--- src/rtl/tarb_pkg.sv ---
package tarb_pkg;

  // circular pointer step helpers
  function automatic int wrap_inc(int v, int n);
    return (v == n - 1) ? 0 : v + 1;
  endfunction

  function automatic int wrap_dec(int v, int n);
    return (v == 0) ? n - 1 : v - 1;
  endfunction

endpackage

--- src/rtl/tarb_addr_arb.sv ---
module tarb_addr_arb #(
  parameter int NUM_M  = 3,
  parameter int QDEPTH = 2,
  parameter int IW     = 2,
  parameter int CW     = 2
) (
  input  logic             clk,
  input  logic             rst,
  input  logic [NUM_M-1:0] req_n,
  input  logic             aack_n,
  input  logic [CW-1:0]    q_cnt,
  output logic [NUM_M-1:0] abg_n,
  output logic             push,
  output logic [IW-1:0]    push_id
);

  logic          gnt_vld;
  logic [IW-1:0] gnt_id;
  logic [IW-1:0] last_id;
  logic          found;
  logic [IW-1:0] pick;
  logic          room;

  // round-robin search starting after the last granted master
  always_comb begin
    found = 1'b0;
    pick  = '0;
    for (int off = 1; off <= NUM_M; off++) begin
      int idx;
      idx = (int'(last_id) + off) % NUM_M;
      if (!found && !req_n[idx]) begin
        found = 1'b1;
        pick  = IW'(idx);
      end
    end
  end

  assign room    = (q_cnt < CW'(QDEPTH));
  assign push    = gnt_vld && !aack_n;
  assign push_id = gnt_id;

  always_ff @(posedge clk) begin
    if (rst) begin
      gnt_vld <= 1'b0;
      gnt_id  <= '0;
      last_id <= IW'(NUM_M - 1);
      abg_n   <= {NUM_M{1'b1}};
    end else if (gnt_vld) begin
      if (push) begin
        gnt_vld <= 1'b0;
        abg_n   <= {NUM_M{1'b1}};
      end
    end else if (found && room) begin
      gnt_vld <= 1'b1;
      gnt_id  <= pick;
      last_id <= pick;
      abg_n   <= ~(NUM_M'(1) << pick);
    end
  end

  AST_ABG_ONEHOT: assert property (@(posedge clk) disable iff (rst)
    $onehot0(~abg_n));

  AST_ABG_HOLD: assert property (@(posedge clk) disable iff (rst)
    ((abg_n != {NUM_M{1'b1}}) && aack_n) |=> $stable(abg_n));

  AST_ABG_RELEASE: assert property (@(posedge clk) disable iff (rst)
    ((abg_n != {NUM_M{1'b1}}) && !aack_n) |=> (abg_n == {NUM_M{1'b1}}));

  AST_ABG_WITHHELD: assert property (@(posedge clk) disable iff (rst)
    ((abg_n == {NUM_M{1'b1}}) && (q_cnt >= CW'(QDEPTH))) |=> (abg_n == {NUM_M{1'b1}}));

endmodule

--- src/rtl/tarb_data_queue.sv ---
module tarb_data_queue #(
  parameter int QDEPTH = 2,
  parameter int IW     = 2,
  parameter int CW     = 2
) (
  input  logic          clk,
  input  logic          rst,
  input  logic          push,
  input  logic [IW-1:0] push_id,
  input  logic          retry_n,
  input  logic          pop,
  output logic [IW-1:0] head_id,
  output logic          head_ok,
  output logic [CW-1:0] cnt,
  output logic          cancel
);

  localparam int PW = (QDEPTH > 1) ? $clog2(QDEPTH) : 1;

  logic [IW-1:0] mem [QDEPTH];
  logic [PW-1:0] wr_ptr;
  logic [PW-1:0] rd_ptr;
  logic          fresh;

  // the newest entry sits in its retry window for one cycle
  assign cancel  = fresh && !retry_n;
  assign head_id = mem[rd_ptr];
  assign head_ok = (cnt != '0) && !(fresh && (cnt == CW'(1)));

  // storage without reset so it can map onto memory
  always_ff @(posedge clk) begin
    if (push) mem[wr_ptr] <= push_id;
  end

  always_ff @(posedge clk) begin
    if (rst) begin
      wr_ptr <= '0;
      rd_ptr <= '0;
      cnt    <= '0;
      fresh  <= 1'b0;
    end else begin
      fresh <= push;
      if (push)
        wr_ptr <= PW'(tarb_pkg::wrap_inc(int'(wr_ptr), QDEPTH));
      else if (cancel)
        wr_ptr <= PW'(tarb_pkg::wrap_dec(int'(wr_ptr), QDEPTH));
      if (pop)
        rd_ptr <= PW'(tarb_pkg::wrap_inc(int'(rd_ptr), QDEPTH));
      cnt <= cnt + CW'(push) - CW'(cancel) - CW'(pop);
    end
  end

  AST_NO_OVERFLOW: assert property (@(posedge clk) disable iff (rst)
    push |-> (cnt < CW'(QDEPTH)));

  AST_NO_UNDERFLOW: assert property (@(posedge clk) disable iff (rst)
    (pop || cancel) |-> (cnt != '0));

  AST_CANCEL_DROPS: assert property (@(posedge clk) disable iff (rst)
    (cancel && !pop) |=> (cnt == $past(cnt) - CW'(1)));

endmodule

--- src/rtl/tarb_dgrant.sv ---
module tarb_dgrant #(
  parameter int NUM_M = 3,
  parameter int IW    = 2
) (
  input  logic             clk,
  input  logic             rst,
  input  logic             head_ok,
  input  logic [IW-1:0]    head_id,
  input  logic             dbusy_n,
  output logic [NUM_M-1:0] dbg_n,
  output logic             pop,
  output logic [IW-1:0]    pulse_id
);

  logic pulse_vld;
  logic issue;

  assign issue = head_ok && dbusy_n && !pulse_vld;
  // qualified grant: bus idle during the pulse cycle
  assign pop   = pulse_vld && dbusy_n;

  always_ff @(posedge clk) begin
    if (rst) begin
      pulse_vld <= 1'b0;
      pulse_id  <= '0;
      dbg_n     <= {NUM_M{1'b1}};
    end else begin
      pulse_vld <= issue;
      pulse_id  <= head_id;
      dbg_n     <= issue ? ~(NUM_M'(1) << head_id) : {NUM_M{1'b1}};
    end
  end

  AST_DBG_ONEHOT: assert property (@(posedge clk) disable iff (rst)
    $onehot0(~dbg_n));

  AST_DBG_PULSE: assert property (@(posedge clk) disable iff (rst)
    (dbg_n != {NUM_M{1'b1}}) |=> (dbg_n == {NUM_M{1'b1}}));

  AST_DBG_NOT_BUSY: assert property (@(posedge clk) disable iff (rst)
    $fell(dbg_n != {NUM_M{1'b1}} ? 1'b0 : 1'b1) |-> $past(dbusy_n));

endmodule

--- src/rtl/tenure_arbiter.sv ---
module tenure_arbiter #(
  parameter int NUM_M  = 3,
  parameter int QDEPTH = 2
) (
  input  logic             clk,
  input  logic             rst,
  input  logic [NUM_M-1:0] req_n,
  input  logic             aack_n,
  input  logic             retry_n,
  input  logic             dbusy_n,
  output logic [NUM_M-1:0] abg_n,
  output logic [NUM_M-1:0] dbg_n
);

  localparam int IW = (NUM_M > 1) ? $clog2(NUM_M) : 1;
  localparam int CW = $clog2(QDEPTH + 1);

  logic          push;
  logic [IW-1:0] push_id;
  logic [IW-1:0] head_id;
  logic          head_ok;
  logic [CW-1:0] q_cnt;
  logic          cancel;
  logic          pop;
  logic [IW-1:0] pulse_id;

  tarb_addr_arb #(.NUM_M(NUM_M), .QDEPTH(QDEPTH), .IW(IW), .CW(CW)) u_addr (
    .clk(clk), .rst(rst), .req_n(req_n), .aack_n(aack_n), .q_cnt(q_cnt),
    .abg_n(abg_n), .push(push), .push_id(push_id)
  );

  tarb_data_queue #(.QDEPTH(QDEPTH), .IW(IW), .CW(CW)) u_queue (
    .clk(clk), .rst(rst), .push(push), .push_id(push_id), .retry_n(retry_n),
    .pop(pop), .head_id(head_id), .head_ok(head_ok), .cnt(q_cnt), .cancel(cancel)
  );

  tarb_dgrant #(.NUM_M(NUM_M), .IW(IW)) u_dgnt (
    .clk(clk), .rst(rst), .head_ok(head_ok), .head_id(head_id), .dbusy_n(dbusy_n),
    .dbg_n(dbg_n), .pop(pop), .pulse_id(pulse_id)
  );

  AST_POP_IS_HEAD: assert property (@(posedge clk) disable iff (rst)
    pop |-> (head_id == pulse_id));

  AST_CANCEL_AFTER_ACK: assert property (@(posedge clk) disable iff (rst)
    cancel |-> $past(push));

  AST_FRESH_NO_GRANT: assert property (@(posedge clk) disable iff (rst)
    (push && (q_cnt == '0)) |=> (dbg_n == {NUM_M{1'b1}}));

endmodule

--- config.mk ---
export PLATFORM = sky130hd
export DESIGN_NAME = tenure_arbiter
export DESIGN_NICKNAME = d
export VERILOG_FILES = /design/src/rtl/tarb_pkg.sv /design/src/rtl/tarb_addr_arb.sv /design/src/rtl/tarb_data_queue.sv /design/src/rtl/tarb_dgrant.sv /design/src/rtl/tenure_arbiter.sv
export SDC_FILE = /design/constraint.sdc
export NUM_CORES = 1
export LEC_CHECK = 0
export BUFFER_PORTS_ARGS = -buffer_cell sky130_fd_sc_hd__buf_4
export CAP_MARGIN = 40
export CORE_MARGIN = 2
export CORE_UTILIZATION = 45
export CTS_CLUSTER_SIZE = 8
export DETAILED_ROUTE_END_ITERATION = 6
export GPL_TIMING_DRIVEN = 0
export PLACE_DENSITY = 0.75
export SKIP_LAST_GASP = 1
export SLEW_MARGIN = 20
export SYNTH_ARGS = -nofsm -noshare
export SYNTH_HDL_FRONTEND = slang
export SYNTH_SLANG_ARGS = --single-unit
--- constraint.sdc ---
create_clock -name clk -period 1.85 [get_ports clk]
set_input_delay 0.185 -clock clk [delete_from_list [all_inputs] [get_ports clk]]
set_output_delay 0.185 -clock clk [all_outputs]
set_load 0.05 [all_outputs]
==> results of run 1 <==
[power by group]
group	switching, mW	internal [mW]
Clock	0.137	0.0807
Combinational	0.537	0.510
Sequential	0.110	0.598
[state kept, by name (all words and copies together), names as in the netlist, named ones only]
register,count
u_addr.abg_n,3
u_queue.rd_ptr,1
u_queue.mem,4
u_dgnt.pulse_vld,1
u_addr.gnt_vld,1
u_addr.last_id,2
u_queue.cnt,2
u_queue.fresh,1
u_dgnt.dbg_n,3
u_queue.wr_ptr,1
u_addr.push_id,1
[synthesized netlist by cell type]
cell	instances	area [sq um]
a31oi_4	1	21.27
nor3_1	2	10.01
and2_4	1	8.760
ha_1	5	62.56
a2111o_1	2	22.52
nor3b_1	1	7.510
o211a_1	2	20.02
nor2_1	11	41.29
o22ai_1	1	6.260
and2b_1	1	7.510
nand3_1	2	10.01
mux2i_1	1	10.01
a2111oi_0	1	8.760
clkbuf_1	1	3.750
inv_1	9	33.78
nand2_1	8	30.03
o21ai_0	4	20.02
a21oi_1	4	20.02
fa_1	1	20.02
xor2_1	1	8.760
o22a_1	2	17.52
a32o_1	1	10.01
or2_2	1	6.260
dfxtp_1	17	340.3
o32ai_1	1	8.760
nor4b_1	1	8.760
o21a_1	1	7.510
nand3b_1	1	7.510
nor2b_1	4	25.02
xnor2_1	3	26.28
nand2b_1	2	12.51
a211oi_1	1	7.510
inv_2	1	3.750
and2_1	2	12.51
edfxtp_1	4	120.1
o32a_1	2	20.02
o211ai_1	2	15.01
[routing by layer]
layer | routed length (um) | share of wire | up-vias
li1 | - | - | 415
met3 | 70 | 0.035 | 2
met4 | 17 | 0.0085 | 0
met2 | 1024 | 0.51 | 11
met5 | 0 | 0 | -
met1 | 898 | 0.45 | 397
[cells in the final DEF, fill, tap and decap left out, types with 3 or more instances in the layout]
| cell type | n |
|---|---|
| dfxtp_1 | 14 |
| buf_4 | 19 |
| ha_4 | 3 |
| edfxtp_1 | 4 |
| nand2_1 | 7 |
| a21oi_1 | 3 |
| nor2b_1 | 4 |
| inv_1 | 7 |
| clkbuf_4 | 3 |
| o21ai_0 | 4 |
| nor2_1 | 11 |
[cell type report]
type	count	area [sq um]
inverter	10	40.04
clock buffer	3	22.52
sequential	21	469.2
fill	186	843.3
multi-input combinational	73	596.8
timing repair buffer	20	153.9
clock inverter	1	5.005
buffer	1	3.754
tap	28	35.03
[worst max-delay path, stage by stage, from the launching register on]
cell and delay, ns:
dfxtp_4 0.39, inv_2 0.05, ha_4 0.16, and2b_1 0.18, a2111o_1 0.47, and2_4 0.18, o21a_1 0.17, o32a_1 0.27
[kinds of logic after synthesis]
group,share of synthesized area
flops,0.4504
simple gates,0.1836
compound gates,0.2007
mux,0.009792
fa+ha+maj,0.08078
xor+xnor,0.03428
buf+inv,0.04038
[worst paths after layout]
kind | from | end | slack [ns] | cells past startpoint
worst max-delay path | u_addr.last_id[1]$_SDFFE_PP1P_ | u_addr.abg_n[1]$_SDFFE_PP1P_ | -0.13 | 7
worst min-delay path | rst | u_dgnt.pulse_vld$_SDFF_PP0_ | 0.11 | 2
worst max register to register | u_addr.last_id[1]$_SDFFE_PP1P_ | u_addr.abg_n[1]$_SDFFE_PP1P_ | -0.13 | 7
worst min register to register | u_addr.push_id[1]$_SDFFE_PP0P_ | u_queue.mem[0][1]$_DFFE_PP_ | 0.47 | 0
[what timing repair did]
action / in CTS / in global routing
resized for setup: 6 / 12
setup buffers: 5 / 2
setup endpoints to repair: 7 / 8
pin swaps: 6 / 7
[metrics by stage]
stage	total power, mW	area [sq um]	hold slack [ns]
finish	1.972	1326	0.1099
global route	2.112	1326	0.1003
CTS	1.829	1256	0.1024
detailed placement	1.509	1172	0.4423
global placement	1.475	1172	0.4334
floorplan	1.315	1040	0.2980
==> results.toml, run 1 <==
[global_route]
grt_usage = 0.1782
grtUsageMet3 = 0.05460
grt_max_degree = 13
antenna_found_initial = 0
grt_overflow = 0
grt_pass1_vias = 807
gr-usage-met1 = 0.2066
grt_pass1_wl_um = 3519
gr-max-usage-layer = "met2"
use_met2 = 0.3098

[clock_tree]
ctsHoldBuffers = 0
cts.reportedPaths.clkPinSlew_ns = 0.12
cts_tree = "built"
cts_root_buf = "clkbuf_4"
clkLatencyLatePin_ns = 0.31
clk_path_buf_depth = 2
numCtsBuffers = 3
htreeDepth = 1
cts.sinks = 21

[status]
status = "finished, violations left"
violations = "negative setup slack"

[detailed_routing]
postRouteAntennaNets = 0
remaining_drc_errors = 0
vias = 825
detail_route.vias_per_cell = 5.255
drtIter0Drc = 16
wl_um = 2011
wl_per_cell_um = 12.81
dr.pass1.iters = 4

[place]
hpwl_um = 1461
port_buffers = 13
place_congestion = 0.7898
place_inst = 146
preCtsSetupSlack_ns = -0.2257

[timing]
final.setup.worst_slack_ns = -0.1267
hold_violations = 0
max_freq_mhz = 505.9
grt_setup_unrepaired = "yes"
slew_headroom = 0.5482
fin_crit_ns = 1.977
finalSetupViolCount = 6
report.final.slew_viol_count = 0
tightest_slew_ns = 0.6684
clock_skew_ns = 0.007451
period_share = 1.069
tns_ns = -0.4156

[worst_setup_path]
critPathKind = "flip-flop to flip-flop"
critPathMaxFanout = 3
end_kind = "flip-flop"
crit_required_ns = 2.05
cp.arrival_ns = 2.18
startpoint_type = "flip-flop"

[yosys]
ys_seq_area_frac = 0.4504
ys_warn_count = 0
netlist_area_sq_um = 1022
synthCells = 105
syn_nets = 119
synth_cell_types = 37
ys_seq_elements = 21
syn_area_per_cell_sq_um = 9.736

[layout]
finalNonFillerCells = 157
finalNetCount = 144
n_antenna_cell = 0
post-route-util = 0.6113
area_growth_pct = 29.74
drive_gt1_frac = 0.3411

[floorplan]
pin_count = 14
dieArea_sq_um = 2669
core_sq_um = 2170
placementRows = 17
die_h_um = 51.66
die_w_um = 51.66
initial_core_util = 0.4712

[power_and_ir_drop]
peakVddDrop_mv = 0.9822
leakage_nw = 0.5556
p_per_area_nw_per_um2 = 1487

[hold_path]
hold_class = "input port to flip-flop"

[job]
cap_violations = 0
No activity file was read; power rests on OpenSTA's default activity.
==> run 2, diff against run 1 <==
HOLD_SLACK_MARGIN = 0.03   (was not set)
clock period = 1.7 ns   (was 1.85 ns; I/O delays follow)
==> run 2 against run 1 <==
Net effect: the run still ends with negative setup slack left; highest routed layer unchanged; fmax grew 1.2%; utilization is 3.7 points higher; largest power group unchanged; hold slack got worse by 0.011 ns; global-route usage barely moved; register-to-register slack got worse by 0.13 ns; setup slack worse by 0.13 ns.
==> results.toml, run 2 (synthesis gave the netlist of run 1 again) <==
[layout]
layout_common_cells = "buf_4 (26), dfxtp_1 (13), nor2_1 (11), nand2_1 (6), inv_1 (6)"
regArea_sq_um = 473.0
multi_input_area_sq_um = 620.6
drive_gt1_frac = 0.4044
area_growth_pct = 37.70
nFillCells = 175
largest_reg_flops = 4
reg.largest.list = "u_queue.mem x4, u_addr.abg_n x3, u_dgnt.dbg_n x3"
n_antenna_cell = 0
final_common_cell = "buf_4"
top_register = "u_queue.mem"
finalNetCount = 151

[worst_setup_path]
startpoint_type = "flip-flop"
critPathKind = "flip-flop to flip-flop"
critPathMaxFanout = 4
cp.arrival_ns = 2.17
r2r_start = "u_addr.last_id[1]$_SDFFE_PP1P_"
endpoint = "u_addr.abg_n[1]$_SDFFE_PP1P_"
reg2reg_depth = 7
end_kind = "flip-flop"
crit_path_start = "u_addr.last_id[1]$_SDFFE_PP1P_"
reg2reg_to = "u_addr.abg_n[1]$_SDFFE_PP1P_"
crit_required_ns = 1.91
rrSetupSlack_ns = -0.25

[hold_path]
hold_class = "input port to flip-flop"

[global_route]
grt_usage = 0.1780
grt_overflow = 0
antenna_found_initial = 0
grt_pass1_vias = 815
grt_max_degree = 12
grt_pass1_wl_um = 3519

[status]
status = "finished, violations left"
violations = "negative setup slack"

[power_and_ir_drop]
leakage_nw = 0.5908
peakVddDrop_mv = 1.366
p_per_area_nw_per_um2 = 1658

[timing]
max_freq_mhz = 512.1
final.setup.worst_slack_ns = -0.2527
holdWs_ns = 0.09860
tightest_slew_ns = 0.7015
hold_violations = 0
period_share = 1.149
finalSetupViolCount = 7
fin_crit_ns = 1.953
report.final.slew_viol_count = 0
slew_headroom = 0.5258
clock_skew_ns = 0.004152
grt_setup_unrepaired = "yes"

[detailed_routing]
dr.pass1.iters = 6
remaining_drc_errors = 0
detail_route.vias_per_cell = 5.354
wl_um = 2142
wl_per_cell_um = 13.06
postRouteAntennaNets = 0
drtIter0Drc = 16
vias = 878

[clock_tree]
cts_root_buf = "clkbuf_4"
numCtsBuffers = 3
clkLatencyLatePin_ns = 0.31
cts_tree = "built"
cts.sinks = 21
clk_path_buf_depth = 2
cts.reportedPaths.clkPinSlew_ns = 0.12
htreeDepth = 1

[floorplan]
pin_count = 14
die_h_um = 51.66
die_w_um = 51.66
placementRows = 17
initial_core_util = 0.4712
core_sq_um = 2170
dieArea_sq_um = 2669

[place]
place_congestion = 0.7336
port_buffers = 13
preCtsSetupSlack_ns = -0.3780
hpwl_um = 1402

[job]
cap_violations = 0
## run 2: final cells by class
| type | count | area share |
|---|---|---|
| Multi-Input combinational cell | 73 | 0.4409 |
| Clock buffer | 4 | 0.01867 |
| Timing Repair Buffer | 27 | 0.1467 |
| Tap cell | 28 | 0.02489 |
| Sequential cell | 21 | 0.3360 |
| Buffer | 1 | 0.002667 |
| Inverter | 10 | 0.03022 |
## run 2: how the worst min path moves through the flow
| stage | start | endpoint | slack, ns | depth (start not counted) |
|---|---|---|---|---|
| finish | rst | u_dgnt.pulse_vld$_SDFF_PP0_ | 0.1 | 2 |
| global route | rst | u_dgnt.pulse_vld$_SDFF_PP0_ | 0.1 | 2 |
| CTS | rst | u_dgnt.pulse_vld$_SDFF_PP0_ | 0.1 | 2 |
| detailed placement | rst | u_dgnt.pulse_vld$_SDFF_PP0_ | 0.43 | 2 |
| global placement | rst | u_dgnt.pulse_vld$_SDFF_PP0_ | 0.42 | 2 |
| floorplan | rst | u_dgnt.pulse_vld$_SDFF_PP0_ | 0.28 | 1 |
## run 2: report_power, final
part | internal, mW | switching (mW) | total, mW | leakage [nW]
clock network | 0.0918 | 0.154 | 0.246 | 0.0150
registers | 0.655 | 0.0983 | 0.753 | 0.178
logic | 0.676 | 0.659 | 1.33 | 0.398
## run 2: routing by layer
| layer | track usage | wire length (um) | vias up |
|---|---|---|---|
| met5 | 0 | 0 | - |
| met4 | 0.07456 | 32 | 0 |
| met3 | 0.03448 | 73 | 5 |
| met2 | 0.3034 | 1094 | 20 |
| met1 | 0.2192 | 942 | 423 |
| li1 | - | - | 430 |
## run 2: stage by stage
step | cells | power [mW] | util | instance area (sq um) | setup TNS (ns)
final | 164 | 2.334 | 0.6488 | 1408 | -1.421
after global placement | 146 | 1.613 | 0.5427 | 1177 | -1.509
after global routing | 164 | 2.486 | 0.6488 | 1408 | -1.994
after detailed placement | 146 | 1.640 | 0.5427 | 1177 | -1.836
after CTS | 159 | 2.130 | 0.6084 | 1320 | -1.135
after floorplan | 105 | 1.441 | - | 1045 | -0.3227
## run 2: timing repair
item / 4_1_cts / 5_1_grt
gates cloned: 0 / 0
buffers inserted: 9 / 5
gates resized for setup: 14 / 12
hold buffers: 0 / 0
pin swaps: 10 / 10
endpoints found under the setup margin: 9 / 8
## run 2: critical path: stages (launching register included)
cell and delay (ns):
dfxtp_4 0.38, buf_4 0.14, ha_4 0.17, a21oi_2 0.14, a2111o_1 0.21, nand2_2 0.10
a2111o_1 0.39, o32a_1 0.33
==> run 3, diff against run 2 <==
REMOVE_ABC_BUFFERS = 1   (was not set)
==> run 3 against run 2 <==
Net effect: the run still ends with negative setup slack left; cell area shrank 2.3%; die area did not move; non-clock buffer count fell by 4; sequential share of layout area grew 0.52 points; count of clock-buffer cells in the layout down 1; clock skew grew 0.0011 ns.
==> results.toml, run 3 (synthesis gave the netlist of run 1 again) <==
[power_and_ir_drop]
leakage_nw = 0.5769
p_per_area_nw_per_um2 = 1648
peakVddDrop_mv = 1.081
total_power_mw = 2.267

[floorplan]
core_sq_um = 2170
die_w_um = 51.66
placementRows = 17
dieArea_sq_um = 2669
pin_count = 14
initial_core_util = 0.4712
die_h_um = 51.66

[layout]
drive_gt1_frac = 0.3939
layout_common_cells = "buf_4 (20), dfxtp_1 (14), nor2_1 (11), nand2_1 (6), inv_1 (6)"
final_common_cell = "buf_4"
finalNetCount = 147
post-route-util = 0.6338
finalInstanceArea_sq_um = 1375
reg.largest.list = "u_queue.mem x4, u_addr.abg_n x3, u_dgnt.dbg_n x3"
top_register = "u_queue.mem"
largest_reg_flops = 4
n_antenna_cell = 0
finalNonFillerCells = 160
area_growth_pct = 34.52
nFillCells = 183

[place]
place_congestion = 0.8824
hpwl_um = 1422
port_buffers = 13
place_inst = 145
placed_area_sq_um = 1151
preCtsSetupSlack_ns = -0.4228

[detailed_routing]
wl_per_cell_um = 13.31
drtIter0Drc = 8
postRouteAntennaNets = 0
dr.pass1.iters = 4
wl_um = 2129
remaining_drc_errors = 0
vias = 866
detail_route.vias_per_cell = 5.413

[global_route]
antenna_found_initial = 0
grt_max_degree = 13
grt_overflow = 0
grt_usage = 0.1734
grt_pass1_vias = 779
grt_pass1_wl_um = 3422

[worst_setup_path]
critPathMaxFanout = 4
worstPathCellList = "buf_6 -> ha_4 -> a21oi_2 -> a2111o_1 -> nand2_2 -> a2111o_1 -> o32a_1"
rrSetupSlack_ns = -0.22
worst_path_most_repeated_cell = "a2111o_1"
critical_path_buf_inv_count = 1
critPathKind = "flip-flop to flip-flop"
startpoint_type = "flip-flop"
crit_required_ns = 1.90
critical_path.top_delay_family = "compound AO/OA/AOI/OAI gates"
cp.arrival_ns = 2.12
cpPeakStageDelay_ns = 0.44
end_kind = "flip-flop"
cpMaxStageDelayCell = "a2111o_1"

[status]
status = "finished, violations left"
violations = "negative setup slack"

[timing]
fin_crit_ns = 1.918
grt_setup_unrepaired = "yes"
final.setup.worst_slack_ns = -0.2176
clock_skew_ns = 0.005253
report.final.slew_viol_count = 0
tns_ns = -1.132
holdWs_ns = 0.09750
finalSetupViolCount = 7
period_share = 1.128
slew_headroom = 0.6001
tightest_slew_ns = 0.5915
hold_violations = 0
max_freq_mhz = 521.5

[clock_tree]
clk_path_buf_depth = 2
cts_tree = "built"
cts_root_buf = "clkbuf_4"
numCtsBuffers = 3
clkLatencyLatePin_ns = 0.30
cts.reportedPaths.clkPinSlew_ns = 0.12
cts.sinks = 21
htreeDepth = 1

[hold_path]
hold_class = "input port to flip-flop"

[job]
cap_violations = 0
[run 3: cell types whose count changed in the layout (fill, tap and decap cells not counted), sizes merged]
cell	change
buf	-3
clkbuf	-2
clkinv	+1
[run 3: worst paths after layout]
check                                 start                            to  cells past startpoint
max reg2reg  u_addr.last_id[1]$_SDFFE_PP1P_  u_addr.abg_n[1]$_SDFFE_PP1P_                      7
max          u_addr.last_id[1]$_SDFFE_PP1P_  u_addr.abg_n[1]$_SDFFE_PP1P_                      7
min reg2reg  u_addr.push_id[1]$_SDFFE_PP0P_   u_queue.mem[0][1]$_DFFE_PP_                      0
min                                     rst     u_addr.gnt_vld$_SDFF_PP0_                      2
[run 3: repair_timing]
item | in CTS | in global routing
setup buffers | 7 | 4
pin swaps | 10 | 6
gates resized for setup | 23 | 9
hold buffers | 0 | 0
setup endpoints to repair | 8 | 8
[run 3: final cells by class]
class / instances / area [sq um] / area share
multi-input cells: 73 / 605.6 / 0.4404
flip-flops and latches: 21 / 469.2 / 0.3412
repair buffers: 24 / 195.2 / 0.1419
inverters: 10 / 42.54 / 0.03094
well taps: 28 / 35.03 / 0.02548
clock buffers: 3 / 22.52 / 0.01638
clock inverters: 1 / 5.005 / 0.003640
[run 3: power breakdown]
| part | switching (mW) | internal, mW | total (mW) |
|---|---|---|---|
| sequential | 0.108 | 0.652 | 0.760 |
| combinational | 0.638 | 0.634 | 1.27 |
| clock | 0.148 | 0.0877 | 0.235 |
[run 3: metal layers]
layer	vias to the layer above	GRT usage	wire length, um
met5	-	0	0
met4	0	0.06579	23
met3	4	0.03448	80
met2	22	0.2927	1064
met1	414	0.2179	960
li1	426	-	-
